[src/rtl/probe_scan_pkg.sv]
package probe_scan_pkg;
  typedef enum logic [1:0] {
    OP_HOLD = 2'd0,
    OP_STEP = 2'd1,
    OP_LOAD = 2'd2
  } ctr_op_e;

  // registers between address register and output, inclusive of both ends
  function automatic int unsigned scan_latency(input int unsigned levels,
                                               input int unsigned every);
    if (every == 0) return 2;
    return 2 + (levels - 1) / every;
  endfunction
endpackage

[src/rtl/gray_step_ctr.sv]
module gray_step_ctr
  import probe_scan_pkg::*;
#(
  parameter int unsigned W = 7
) (
  input  logic         clk_i,
  input  logic         rst_ni,
  input  logic         load_i,
  input  logic         step_i,
  input  logic [W-1:0] start_i,
  output logic [W-1:0] gray_o
);
  logic [W-1:0] gray_q, gray_d, bin_cur, bin_nxt;
  ctr_op_e op;

  always_comb begin
    bin_cur[W-1] = gray_q[W-1];
    for (int i = W - 2; i >= 0; i--) bin_cur[i] = bin_cur[i+1] ^ gray_q[i];
  end

  assign bin_nxt = bin_cur + 1'b1;

  always_comb begin
    if (load_i)      op = OP_LOAD;
    else if (step_i) op = OP_STEP;
    else             op = OP_HOLD;
  end

  always_comb begin
    unique case (op)
      OP_LOAD: gray_d = start_i ^ (start_i >> 1);
      OP_STEP: gray_d = bin_nxt ^ (bin_nxt >> 1);
      default: gray_d = gray_q;
    endcase
  end

  always_ff @(posedge clk_i or negedge rst_ni) begin
    if (!rst_ni) gray_q <= '0;
    else         gray_q <= gray_d;
  end

  assign gray_o = gray_q;


  single_flip_chk: assert property (@(posedge clk_i) disable iff (!rst_ni)
    (step_i && !load_i) |=> ($countones(gray_q ^ $past(gray_q)) == 1));

  idle_hold_chk: assert property (@(posedge clk_i) disable iff (!rst_ni)
    (!step_i && !load_i) |=> $stable(gray_q));

  load_value_chk: assert property (@(posedge clk_i) disable iff (!rst_ni)
    load_i |=> (gray_q == ($past(start_i) ^ ($past(start_i) >> 1))));
endmodule

[src/rtl/sel_skew_line.sv]
module sel_skew_line #(
  parameter int unsigned W     = 1,
  parameter int unsigned DEPTH = 1
) (
  input  logic         clk_i,
  input  logic         rst_ni,
  input  logic [W-1:0] d_i,
  output logic [W-1:0] q_o
);
  if (DEPTH == 0) begin : g_wire
    assign q_o = d_i;
  end else begin : g_regs
    logic [W-1:0] sh_q [DEPTH];
    always_ff @(posedge clk_i or negedge rst_ni) begin
      if (!rst_ni) begin
        for (int i = 0; i < DEPTH; i++) sh_q[i] <= '0;
      end else begin
        sh_q[0] <= d_i;
        for (int i = 1; i < DEPTH; i++) sh_q[i] <= sh_q[i-1];
      end
    end
    assign q_o = sh_q[DEPTH-1];
  end
endmodule

[src/rtl/mux_stage.sv]
module mux_stage #(
  parameter int unsigned W_IN = 2,
  parameter bit          REGD = 1'b0
) (
  input  logic              clk_i,
  input  logic              rst_ni,
  input  logic              sel_i,
  input  logic [W_IN-1:0]   d_i,
  output logic [W_IN/2-1:0] q_o
);
  localparam int unsigned W_OUT = W_IN / 2;
  logic [W_OUT-1:0] pick;

  for (genvar i = 0; i < W_OUT; i++) begin : g_pair
    assign pick[i] = sel_i ? d_i[2*i+1] : d_i[2*i];
  end

  if (REGD) begin : g_reg
    logic [W_OUT-1:0] q_q;
    always_ff @(posedge clk_i or negedge rst_ni) begin
      if (!rst_ni) q_q <= '0;
      else         q_q <= pick;
    end
    assign q_o = q_q;
  end else begin : g_comb
    assign q_o = pick;
  end
endmodule

[src/rtl/probe_scan_tree.sv]
module probe_scan_tree
  import probe_scan_pkg::*;
#(
  parameter int unsigned N_PROBES   = 128,
  parameter int unsigned PIPE_EVERY = 3
) (
  input  logic                        clk_i,
  input  logic                        rst_ni,
  input  logic [N_PROBES-1:0]         probe_i,
  input  logic                        load_i,
  input  logic                        step_i,
  input  logic [$clog2(N_PROBES)-1:0] start_idx_i,
  output logic                        bit_o,
  output logic                        valid_o,
  output logic [$clog2(N_PROBES)-1:0] addr_o
);
  localparam int unsigned LVL = $clog2(N_PROBES);
  localparam int unsigned LAT = scan_latency(LVL, PIPE_EVERY);

  logic [LVL-1:0] gray_q, sel_q;
  logic           armed_q;

  gray_step_ctr #(.W(LVL)) u_ctr (
    .clk_i   (clk_i),
    .rst_ni  (rst_ni),
    .load_i  (load_i),
    .step_i  (step_i),
    .start_i (start_idx_i),
    .gray_o  (gray_q)
  );

  always_ff @(posedge clk_i or negedge rst_ni) begin
    if (!rst_ni)     armed_q <= 1'b0;
    else if (load_i) armed_q <= 1'b1;
  end

  // one launch register for all select bits
  sel_skew_line #(.W(LVL), .DEPTH(1)) u_sel_launch (
    .clk_i (clk_i),
    .rst_ni(rst_ni),
    .d_i   (gray_q),
    .q_o   (sel_q)
  );

  // tree: level l consumes address bit l, delayed by the registers above it
  for (genvar l = 0; l < LVL; l++) begin : g_lv
    localparam int unsigned W_IN = N_PROBES >> l;
    localparam int unsigned SKEW = (PIPE_EVERY == 0) ? 0 : l / PIPE_EVERY;
    localparam bit          REGD = (l == LVL - 1) ||
                                   ((PIPE_EVERY != 0) && (((l + 1) % PIPE_EVERY) == 0));
    logic [W_IN-1:0]   din;
    logic [W_IN/2-1:0] dout;
    logic              sel_l;

    if (l == 0) begin : g_first
      assign din = probe_i;
    end else begin : g_next
      assign din = g_lv[l-1].dout;
    end

    sel_skew_line #(.W(1), .DEPTH(SKEW)) u_skew (
      .clk_i (clk_i),
      .rst_ni(rst_ni),
      .d_i   (sel_q[l]),
      .q_o   (sel_l)
    );

    mux_stage #(.W_IN(W_IN), .REGD(REGD)) u_stage (
      .clk_i (clk_i),
      .rst_ni(rst_ni),
      .sel_i (sel_l),
      .d_i   (din),
      .q_o   (dout)
    );
  end

  assign bit_o = g_lv[LVL-1].dout[0];

  // tag follows the data through the same number of registers
  logic [LVL:0] tag_q;
  sel_skew_line #(.W(LVL + 1), .DEPTH(LAT)) u_tag (
    .clk_i (clk_i),
    .rst_ni(rst_ni),
    .d_i   ({armed_q, gray_q}),
    .q_o   (tag_q)
  );
  assign valid_o = tag_q[LVL];
  assign addr_o  = tag_q[LVL-1:0];


  valid_sticky_chk: assert property (@(posedge clk_i) disable iff (!rst_ni)
    valid_o |=> valid_o);

  valid_needs_arm_chk: assert property (@(posedge clk_i) disable iff (!rst_ni)
    !armed_q |-> !valid_o);
endmodule

[config.mk]
export PLATFORM = sky130hd
export DESIGN_NAME = probe_scan_tree
export DESIGN_NICKNAME = d
export VERILOG_FILES = /design/src/rtl/probe_scan_pkg.sv /design/src/rtl/gray_step_ctr.sv /design/src/rtl/sel_skew_line.sv /design/src/rtl/mux_stage.sv /design/src/rtl/probe_scan_tree.sv
export SDC_FILE = /design/constraint.sdc
export NUM_CORES = 1
export LEC_CHECK = 0
export BUFFER_PORTS_ARGS = -buffer_cell sky130_fd_sc_hd__buf_2
export CAP_MARGIN = 20
export CORE_MARGIN = 2
export CORE_UTILIZATION = 45
export CTS_CLUSTER_DIAMETER = 120
export DETAILED_ROUTE_END_ITERATION = 16
export PLACE_DENSITY_LB_ADDON = 0.2
export SYNTH_ARGS = -nofsm -noshare
export SYNTH_HDL_FRONTEND = slang
export SYNTH_SLANG_ARGS = --single-unit
[constraint.sdc]
create_clock -name clk_i -period 3.6 [get_ports clk_i]
set_input_delay 0.18 -clock clk_i [delete_from_list [all_inputs] [get_ports clk_i]]
set_output_delay 0.18 -clock clk_i [all_outputs]
set_load 0.01 [all_outputs]
## After elaboration in Yosys (flattened, before gate mapping)

Index checks and enable logic that the tools add are counted.

- Word-level logic and storage cells: 157
- Output and inout bits: 9
- Flip-flop bits (word level): 71

- Equal/unequal tests: 2
- Reduce and logical (&&, ||, !) cells: 1
- Mux-type cells: 130
- $add $sub $neg: 1
- Bitwise logic cells: 8

Operators by type and width:

| operator | number |
|---|---|
| $mux W1 | 128 |
| $pmux W7 S2 | 1 |
| $xor A7 B6 Y7 | 2 |
| $add A7 B1 Y7 const B | 1 |
| $xor A1 B1 Y1 | 6 |
| $eq A2 B1 Y1 const B | 1 |
| $eq A2 B2 Y1 const B | 1 |
| $mux W2 | 1 |
| $reduce_bool A2 Y1 | 1 |

## Longest topological paths before layout

Gate-level depths: netlist of run 1.

- Depth in word-level cells: 9
- Mapped depth: 14

## Hierarchy

Synthesis of run 1 repeated with hierarchy kept, for this count alone.

- Cell total of the unflattened synthesis: 287
- Area, all modules: 4389.2 µm²

Modules (own cells, without submodules):

| module | instances | cells each | sequential area each (µm²) | area an instance (µm²) |
|---|---|---|---|---|
| mux_stage at g_lv[0].u_stage | 1 | 71 | 0.0 | 1077.3 |
| sel_skew_line at u_tag | 1 | 40 | 800.8 | 860.8 |
| mux_stage at g_lv[2].u_stage | 1 | 34 | 400.4 | 649.4 |
| gray_step_ctr | 1 | 70 | 175.2 | 614.3 |
| mux_stage at g_lv[1].u_stage | 1 | 36 | 0.0 | 544.3 |
| sel_skew_line at u_sel_launch | 1 | 7 | 175.2 | 175.2 |
| mux_stage at g_lv[3].u_stage | 1 | 9 | 0.0 | 131.4 |
| sel_skew_line at g_lv[3].u_skew ... | 3 | 1 | 25.0 | 25.0 |
| mux_stage at g_lv[5].u_stage | 1 | 4 | 50.0 | 72.6 |
| sel_skew_line at g_lv[6].u_skew | 1 | 2 | 50.0 | 50.0 |
| mux_stage at g_lv[4].u_stage | 1 | 4 | 0.0 | 45.0 |
| mux_stage at g_lv[6].u_stage | 1 | 2 | 25.0 | 40.0 |
| probe_scan_tree | 1 | 2 | 25.0 | 31.3 |
| sel_skew_line at g_lv[0].u_skew ... | 3 | 1 | 0.0 | 7.5 |

## Worst setup path after synthesis of run 1

No wires, ideal clock.

- Path type: reg-to-reg
- Start: register u_ctr.gray_q[6], in the netlist u_ctr.gray_o[6]
- End: register u_ctr.gray_q[4], in the netlist u_ctr.gray_o[4]
- Buffers on the path: 0
- Required time: 3.531 ns
- Setup slack: 0.652 ns
- Library setup time: 0.069 ns
- Cell stages (with the launch flop): 15
- Arrival time: 2.879 ns
- Path through: dfrtp_1 -> xor2_1 -> ha_1 -> inv_1 -> ha_1 -> inv_1 -> ha_1 -> inv_1 -> ha_1 -> inv_1 -> ha_1 -> nand3b_1 -> xor2_1 -> or3_1 -> nand3_1

- Word-level cells in the longest chain between the ends: 9

Ends and longest elaborated chain:

| item | RTL line | source |
|---|---|---|
| start, declared | gray_step_ctr.sv:13 | `logic [W-1:0] gray_q, gray_d, bin_cur, bin_nxt;` |
| start signal, assigned | gray_step_ctr.sv:39 | `else gray_q <= gray_d;` |
| $xor A1 B1 Y1 (*) | gray_step_ctr.sv:18 | `for (int i = W - 2; i >= 0; i--) bin_cur[i] = bin_cur[i+1] ^ gray_q[i];` |
| $xor A1 B1 Y1 (5 in series) | gray_step_ctr.sv:18 |  |
| $add A7 B1 Y7 (*) | gray_step_ctr.sv:21 | `assign bin_nxt = bin_cur + 1'b1;` |
| $xor A7 B6 Y7 (*) | gray_step_ctr.sv:32 | `OP_STEP: gray_d = bin_nxt ^ (bin_nxt >> 1);` |
| $pmux W7 S2 (*) | gray_step_ctr.sv:30 | `unique case (op)` |

Mark *: on every way between the ends. The rest lies on a longest branch, timed or not.
A chain may end at the register's enable or synchronous reset.

## Worst setup path after layout of run 1

Ends and elaborated chain as after synthesis.

==> run metrics, run 1 <==
status=complete, no violations; sequential share of the synthesized area=47.1%; PwrDens=749 mW/mm^2; CTS tree=yes; Core ar.=0.00676 sq mm; slowest stage delay, CP=0.43 ns; Worst Tran Pin Value=0.744 ns; Inserted Clock Buffers=9; RSZ-0062 raised after global routing=no; Clock Skews=0.00672 ns; number of port buffers=147; minimum clock period=3.11 ns; WHS=0.0985 ns; First-pass DRT Iterations=4; die width=87.5 um; max_cap viols=0; Routed Antenna Nets=0; gpl congestion=0.757; DR iter-0 viols=64; CP endpoint kind=flip-flop; initial antenna violation count=0; vias in the first global route=2260; die area=0.00765 sq mm; Max IR drop VDD=0.391 mV; share of layout cells above drive strength 1=56.9%; FF-to-FF setup slack=0.49 ns; Die Span Y=87.5 um; Cell Int Power=0.00211 W; # rows=30; clk root buf=clkbuf_8; wire per inst=16.2 um; Leak=1.99 nW; CP Max Fanout=4; reg-to-reg endpoint=u_ctr.gray_o[4]; first-pass GRT wire length=10.9 mm; leading area contributor after synthesis=dfrtp_1; Overflow after GRT=0; Worst Reg-to-Reg Cells=14; Hold Crit Class=in -> reg; gr usage total=19.4%; Post-Route WL=6.80 mm; Worst slew margin=50.4%; # DRC=0; largest net degree at the start of global routing=35; slowest CP cell=dfrtp_1; flops & latches, synth=59; # hold bufs at CTS=1; CTS clk-pin slew, worst paths=0.07 ns; setup ws final=0.491 ns; Slew Limit Fails=0; post-DR vias/cell=5.22; buffer count from post-CTS setup fixing=0; Setup TNS Final=0 ns; cells after synthesis=191; post-synth top area share=47.1%; Layout area overhead=30.8%; sw frac=31.1%; Clock power frac=19.2%; CP required=3.86 ns; Worst Setup EP=u_ctr.gray_o[4]; Ys Warns=0; NetSw=0.000955 W; most common cell after layout, fill and taps aside=buf_2; reg-to-reg startpoint=u_ctr.gray_o[6]; Avg Inst Size Synth=16.4 sq um; Starting Density=46.4%; num ports=148; H-Tree Depth=3; Critical Path Start Type=flip-flop; Worst EP arrival=3.37 ns; CP Cell Sequence=xor2_1 -> ha_1 -> inv_1 -> ha_1 -> inv_1 -> ha_1 -> inv_1 -> ha_1 -> inv_1 -> ha_1 -> nand3b_1 -> xor2_1 -> or3_1 -> nand3_1; CP most frequent cell=ha_1; register share of total power=36.9%; CTS max path bufs=2; CTS sink cnt=59; Crit Path Category=reg -> reg; CTS resizes=0; NumNets Final=479; worst slack at placement=0.514 ns; Post-DP HPWL=5.39 mm; combinational group share of total power=43.9%; most frequent cells in the layout=147 x buf_2, 59 x dfrtp_1, 28 x mux4_1; largest cells by area after synthesis=dfrtp_1 47%, mux4_1 23%, mux2_2 6.8%, mux4_2 5.7%, xor2_1 2.5%; setup violators final=0; worst skew pair latency=0.32 ns; Distinct cells, synth=29; Synth Cell Area=0.00313 sq mm; Critical Path Source=u_ctr.gray_o[6]; final hold vios=0; Mapped Nets=335; maximum clock frequency=322 MHz; Vias=2188; fin crit share=86.4%; n_diodes=0
## kinds of logic (layout without fill, tap and decap cells)
logic type | count (synthesis) | count (layout) | synth area share [%]
adders and majority gates | 5 | 5 | 2.00
DFF | 59 | 59 | 47.1
AOI/OAI and AO/OA | 12 | 12 | 2.12
muxes | 57 | 57 | 36.7
xor gates and xnor gates | 15 | 15 | 4.19
buffers and inverters | 27 | 175 | 5.07
and+or+nand+nor | 16 | 16 | 2.83
## layout make-up
| class | count | area (sq um) |
|---|---|---|
| fill | 560 | 2660 |
| multi-input combinational | 105 | 1500 |
| sequential | 59 | 1480 |
| timing repair buffer | 151 | 788 |
| clock buffer | 11 | 151 |
| tap | 80 | 100 |
| clock inverter | 4 | 50.0 |
| inverter | 9 | 33.8 |
## flip-flops by register name, summed over array words and instances, names as in the netlist, named ones only
name	flops
armed_q	1
g_lv.u_stage.q_o	19
u_ctr.gray_o	6
u_sel_launch.q_o	6
u_tag.g_regs.sh_q	18
u_tag.q_o	8
## through the flow
stage                     util, %  cell area (sq um)  std cells  power [W]
after floorplan                 -               3130        191    0.00224
after global placement       57.1               3860        402    0.00246
after detailed placement     57.5               3890        403    0.00251
after CTS                    60.7               4100        419    0.00312
after global routing         60.7               4100        419    0.00332
final                        60.7               4100        419    0.00307
## worst min path at each step
stage / from / endpoint / depth (start not counted)
6_report: start_idx_i[6] / u_ctr.gray_o[6] / 3
3_5_place_dp: rst_ni / u_tag.q_o[3] / 1
2_1_floorplan: rst_ni / async pin / 0
5_1_grt: start_idx_i[6] / u_ctr.gray_o[6] / 3
4_1_cts: start_idx_i[6] / u_ctr.gray_o[6] / 3
3_3_place_gp: rst_ni / u_tag.q_o[4] / 1
## cell usage after synthesis
cell type,instances
dfrtp_1,59
mux4_1,28
mux2_2,19
inv_1,9
xor2_1,9
mux4_2,8
buf_4,7
xnor2_1,6
a21oi_1,5
ha_1,5
o21ai_0,5
buf_1,4
buf_6,4
nand2_1,3
clkbuf_1,2
mux2i_1,2
nand3_1,2
nand3b_1,2
nor3_1,2
a22oi_1,1
a311oi_1,1
clkbuf_2,1
nand2b_1,1
nand4_1,1
nor2_1,1
nor2b_1,1
nor3b_1,1
or2_2,1
or3_1,1
## worst max-delay path: cells and delay by family (launching register included)
kind,cells,cell delay (ns)
flops,1,0.43
buf+inv,4,0.19
simple gates,3,0.60
fa+ha+maj,5,1.45
xor+xnor,2,0.37
## per-layer routing
metal / global-route usage, % / wire length, um / up-vias
met5: 0 / 0 / -
met4: 4.76 / 33 / 0
met3: 7.11 / 465 / 2
met2: 33.4 / 3610 / 96
met1: 23.2 / 2700 / 1064
li1: - / - / 1026
## power groups by stage
stage                     Clock (W)  Sequential, W  Combinational, W
after CTS                  0.000612        0.00114           0.00137
after global placement            0        0.00117           0.00129
after detailed placement          0        0.00115           0.00135
final                      0.000590        0.00113           0.00135
after global routing       0.000643        0.00117           0.00150
after floorplan                   0        0.00103           0.00120
(Power assumes the default switching activity.)
==> run 2: changes to the inputs <==
==> constraint.sdc (replaced) <==
create_clock -name clk_i -period 3.6 [get_ports clk_i]
set_input_delay 0.36 -clock clk_i [delete_from_list [all_inputs] [get_ports clk_i]]
set_output_delay 0.36 -clock clk_i [all_outputs]
set_load 0.01 [all_outputs]
==> run 2 against run 1 <==
Against the previous run: via count rose by 1.4%; non-clock buffer count rose by 1; count of clock-buffer cells in the layout did not move; wire length fell by 1.3%; combinational power barely moved; worst setup slack got worse by 0.035 ns; clock skew fell by 0.0024 ns.
==> run metrics, run 2 (synthesis gave the netlist of run 1 again) <==
status=complete, no violations; met1 Use GR=22.5%; CP endpoint kind=flip-flop; # DRC=0; Worst EP arrival=3.40 ns; largest net degree at the start of global routing=51; dpl cell area=0.00389 sq mm; DR iter-0 viols=67; sw frac=30.6%; Hold Crit Class=in -> reg; Cell Int Power=0.00215 W; CTS clk-pin slew, worst paths=0.06 ns; Core ar.=0.00676 sq mm; RSZ-0062 raised after global routing=no; n_diodes=0; Worst Tran Pin Value=0.741 ns; H-Tree Depth=3; setup violators final=0; Filler cells=567; Post-Route WL=6.71 mm; Setup TNS Final=0 ns; Worst Reg-to-Reg Cells=14; num ports=148; number of port buffers=147; final hold vios=0; CTS sink cnt=59; maximum clock frequency=318 MHz; Hold Path Cell Cnt=3; Inserted Clock Buffers=9; Crit Path Category=reg -> reg; clk root buf=clkbuf_8; fin crit share=87.3%; Leak=2.00 nW; die width=87.5 um; Layout area overhead=31.7%; worst skew pair latency=0.32 ns; max reg flops=19; gr usage total=18.9%; CTS tree=yes; Vias=2219; First-pass DRT Iterations=4; combinational group share of total power=43.5%; Overflow after GRT=0; Critical Path Start Type=flip-flop; grt met3 use=5.88%; CP required=3.85 ns; CTS max path bufs=2; NumNets Final=480; most common cell after layout, fill and taps aside=buf_2; Worst slew margin=50.6%; Final Cell Area=0.00413 sq mm; vias in the first global route=2176; Finished Layout Cells=421; gpl congestion=0.758; Clock Skews=0.00435 ns; CTS resizes=0; grt peak-use layer=met2; Starting Density=46.4%; dpl cells=403; die area=0.00765 sq mm; Die Span Y=87.5 um; NetSw=0.000950 W; minimum clock period=3.14 ns; Slew Limit Fails=0; CP Max Fanout=4; met2 Track Usage GR=33.6%; Post-DP HPWL=5.29 mm; initial antenna violation count=0; most frequent cells in the layout=147 x buf_2, 59 x dfrtp_1, 28 x mux4_1; Clock power frac=20.0%; # rows=30; Max IR drop VDD=0.374 mV; PwrDens=752 mW/mm^2; first-pass GRT wire length=10.6 mm; max_cap viols=0; Routed Antenna Nets=0; post-DR vias/cell=5.27; register share of total power=36.4%; share of layout cells above drive strength 1=56.6%; wire per inst=15.9 um
[run 2: cell types whose count changed in the layout (fill, tap and decap cells not counted), sizes merged]
cell	delta
buf	+1
bufinv	+1
clkinv	+1
clkinvlp	-1
[run 2: what timing repair did]
action,CTS,global route
hold endpoints to repair,0,7
hold buffers,0,1
setup buffers,0,0
[run 2: path summary, 6_finish.rpt]
check	from	end	slack (ns)
setup / recovery	u_ctr.gray_o[6]	u_ctr.gray_o[4]	0.46
hold / removal	start_idx_i[6]	u_ctr.gray_o[6]	0.28
setup reg to reg	u_ctr.gray_o[6]	u_ctr.gray_o[4]	0.46
hold reg to reg	u_sel_launch.q_o[3]	u_tag.g_regs.sh_q[19]	0.35
max in group asynchronous	rst_ni	g_lv[2].u_stage.q_o[0]	2.50
min in group asynchronous	rst_ni	u_tag.q_o[0]	0.42
[run 2: through the flow]
step	hold slack [ns]	utilization, %	setup slack (ns)	total power (W)
final	0.285	61.1	0.456	0.00310
after global routing	0.261	61.1	0.265	0.00336
after CTS	0.262	60.6	0.442	0.00315
after detailed placement	0.335	57.5	0.506	0.00250
after global placement	0.331	57.1	0.548	0.00246
after floorplan	0.0644	-	0.652	0.00224
[run 2: power by group through the flow]
stage,Sequential [W],Combinational [W],Clock (W)
final,0.00113,0.00135,0.000621
after global routing,0.00118,0.00151,0.000675
after CTS,0.00114,0.00137,0.000643
after detailed placement,0.00115,0.00135,0
after global placement,0.00117,0.00129,0
after floorplan,0.00103,0.00120,0
[run 2: worst max-delay path, cell delays in order, from the launching register on]
cell	delay, ns
dfrtp_1	0.43
xor2_1	0.20
ha_1	0.31
inv_1	0.06
ha_1	0.30
inv_1	0.05
ha_1	0.30
inv_1	0.05
ha_1	0.28
inv_1	0.04
ha_1	0.27
nand3b_1	0.17
xor2_1	0.18
or3_1	0.36
nand3_1	0.07
[run 2: metal layers]
metal | vias to the layer above | wire [um]
li1 | 1030 | -
met1 | 1098 | 2650
met2 | 89 | 3650
met3 | 2 | 393
met4 | 0 | 24
met5 | - | 0
[run 2: layout make-up]
cell class,count,area (sq um),area share [%]
multi-input cells,105,1500,36.3
flip-flops and latches,59,1480,35.8
repair buffers,152,808,19.6
clock buffers,11,131,3.18
well taps,80,100,2.43
clock inverters,5,77.6,1.88
inverters,9,33.8,0.819
==> run 3: changes to the inputs <==
Settings changed: ABC_AREA set to 1, ABC_CLOCK_PERIOD_IN_PS set to 3600.
==> run 3 against run 2 <==
Against the previous run: clock skew rose by 0.0043 ns; wire length rose by 22%; combinational power fell by 10%; worst setup slack improved by 0.15 ns; via count rose by 38%; largest cell class unchanged.
==> run metrics, run 3 <==
status=complete, no violations; Inserted Clock Buffers=9; First-pass DRT Iterations=4; clk root buf=clkbuf_8; Max IR drop VDD=0.359 mV; buffer count from post-CTS setup fixing=0; Post-Synth Simple-Gate Area=16.0%; adder-cell share of the synthesized area=1.89%; slowest CP cell=dfrtp_1; WHS=0.121 ns; Post-Synth XOR/XNOR Area=2.39%; # hold bufs at CTS=0; Hold Crit Class=in -> async; FF-to-FF setup slack=0.61 ns; most common cell after layout, fill and taps aside=buf_2; Filler cells=671; CP Cell Sequence=inv_1 -> nand2_1 -> nand2_1 -> ha_1 -> inv_1 -> ha_1 -> inv_1 -> ha_1 -> inv_1 -> ha_1 -> inv_1 -> ha_1 -> nand2_1 -> xor2_1 -> inv_1 -> nand2_1 -> nand3_1 -> nand2_1 -> nand2_1; Vias=3060; post-synth top area share=44.7%; Slew Limit Fails=0; maximum clock frequency=334 MHz; die area=0.00804 sq mm; sequential cell area=0.00148 sq mm; Ys Warns=0; CP required=3.82 ns; main combinational cell family by area after synthesis=simple AND/OR/NAND/NOR gates; Setup TNS Final=0 ns; sequential share of the synthesized area=44.7%; leading area contributor after synthesis=dfrtp_1; first-pass GRT wire length=13.2 mm; dominant cell by count in the synthesized netlist=nand2_1; Avg Inst Size Synth=8.61 sq um; # rows=31; CTS clk-pin slew, worst paths=0.06 ns; M1 wire length=3.63 mm; Leak=2.19 nW; largest net degree at the start of global routing=66; NumNets Final=661; CTS max path bufs=2; Post-Route WL=8.18 mm; Synth top cells by count=83 x nand2_1, 59 x dfrtp_1, 39 x nor2_1; Crit Path Category=reg -> reg; most frequent cells in the layout=147 x buf_2, 83 x nand2_1, 58 x dfrtp_1; share of layout cells above drive strength 1=33.0%; num ports=148; PwrDens=683 mW/mm^2; H-Tree Depth=3; n_diodes=0; Most used DFF post-synth=dfrtp_1; Core ar.=0.00718 sq mm; worst skew pair latency=0.33 ns; Worst EP arrival=3.21 ns; CP Max Fanout=5; post-DR vias/cell=4.93; dpl cells=605; largest cells by area after synthesis=dfrtp_1 45%, mux2i_1 11%, nand2_1 9.4%, o22ai_1 6.8%, o21ai_0 5.3%; DR iter-0 viols=120; Mapped Nets=528; Worst Tran Pin Value=0.810 ns; Starting Density=46.1%; Layout area overhead=26.8%; max reg flops=19; Worst slew margin=46.0%; CP endpoint kind=flip-flop; multi-input logic area=0.00152 sq mm; max_cap viols=0; number of flops mapped to enable cells by yosys=0; gr usage total=21.7%; number of port buffers=147; Compound-Gate Fraction of Synth Area=14.6%; fin crit share=83.1%; # DRC=0; Distinct cells, synth=27; setup violators final=0; Overflow after GRT=0; Die Span Y=89.7 um; Synth Cell Area=0.00330 sq mm; Routed Antenna Nets=0; Finished Layout Cells=621; die width=89.7 um; wire per inst=13.2 um; CTS sink cnt=59; final hold vios=0; total power=0.00286 W; CTS resizes=0; gpl congestion=0.963; met2 WL=3.98 mm; Final Cell Area=0.00419 sq mm; Post-DP HPWL=6.28 mm; WL met3=489 um; initial antenna violation count=0; mux cell area share after synthesis=11.2%; dpl cell area=0.00398 sq mm; flops & latches, synth=59; Clock Skews=0.00868 ns; DR top layer=met4; minimum clock period=2.99 ns; Critical Path Start Type=flip-flop; Async SR Flop Fraction=100%; cells after synthesis=384; RSZ-0062 raised after global routing=no; vias in the first global route=2888; slowest stage delay, CP=0.41 ns; CTS tree=yes
## run 3: cell types whose count changed in the layout (fill, tap and decap cells not counted), moves of 16 or more
cell     before  now
inv_1         9   25
mux2_2       19    1
mux2i_1       2   36
mux4_1       28    0
nand2_1       3   83
nor2_1        1   39
o21ai_0       5   35
o22ai_1       0   36
## run 3: where the power goes
part           internal (W)  switching [W]
combinational      0.000506       0.000705
clock              0.000359       0.000256
sequential         0.000878       0.000159
## run 3: cells by family (layout without fill, tap and decap cells)
| logic type | count (synthesis) | in the layout |
|---|---|---|
| AO/OA/AOI/OAI | 86 | 86 |
| multiplexers | 37 | 37 |
| adder cells (fa/ha/maj) | 5 | 5 |
| XOR/XNOR | 9 | 9 |
| buffers and inverters | 54 | 192 |
| AND/OR/NAND/NOR | 134 | 134 |
| flip-flops | 59 | 59 |
## run 3: cell type report
cell class / count / share of cell area [%]
clock buffers: 11 / 3.61
clock inverters: 5 / 1.43
inverters: 26 / 2.33
multi-input cells: 271 / 36.3
flip-flops and latches: 59 / 35.3
well taps: 99 / 2.96
repair buffers: 150 / 18.1
## run 3: worst paths after layout
kind | cells after the start | endpoint | from
hold / removal | 1 | g_lv[2].u_stage.q_o[13] | rst_ni
min in group clk_i | 4 | u_ctr.gray_o[3] | step_i
hold reg to reg | 0 | u_tag.g_regs.sh_q[15] | u_tag.g_regs.sh_q[23]
setup reg to reg | 19 | u_ctr.gray_o[4] | u_ctr.gray_o[6]
max in group asynchronous | 2 | u_ctr.gray_o[6] | rst_ni
setup / recovery | 19 | u_ctr.gray_o[4] | u_ctr.gray_o[6]
## run 3: layer usage
layer | global-route usage [%] | up-vias
met2 | 35.6 | 93
met4 | 5.97 | 0
li1 | - | 1554
met3 | 5.03 | 10
met5 | 0 | -
met1 | 29.0 | 1403
## run 3: stage by stage
stage	setup slack [ns]	utilization (%)
after floorplan	0.879	-
after global placement	0.761	55.5
after detailed placement	0.633	55.5
after CTS	0.610	58.4
after global routing	0.345	58.4
final	0.609	58.4
## run 3: worst max-delay path, delay by kind of cell (launching register included)
family                   cells  cell delay (ns)
adder cells (fa/ha/maj)      5             1.35
flip-flops                   1             0.41
buffers and inverters        6             0.41
AND/OR/NAND/NOR              7             0.48
XOR/XNOR                     1             0.24
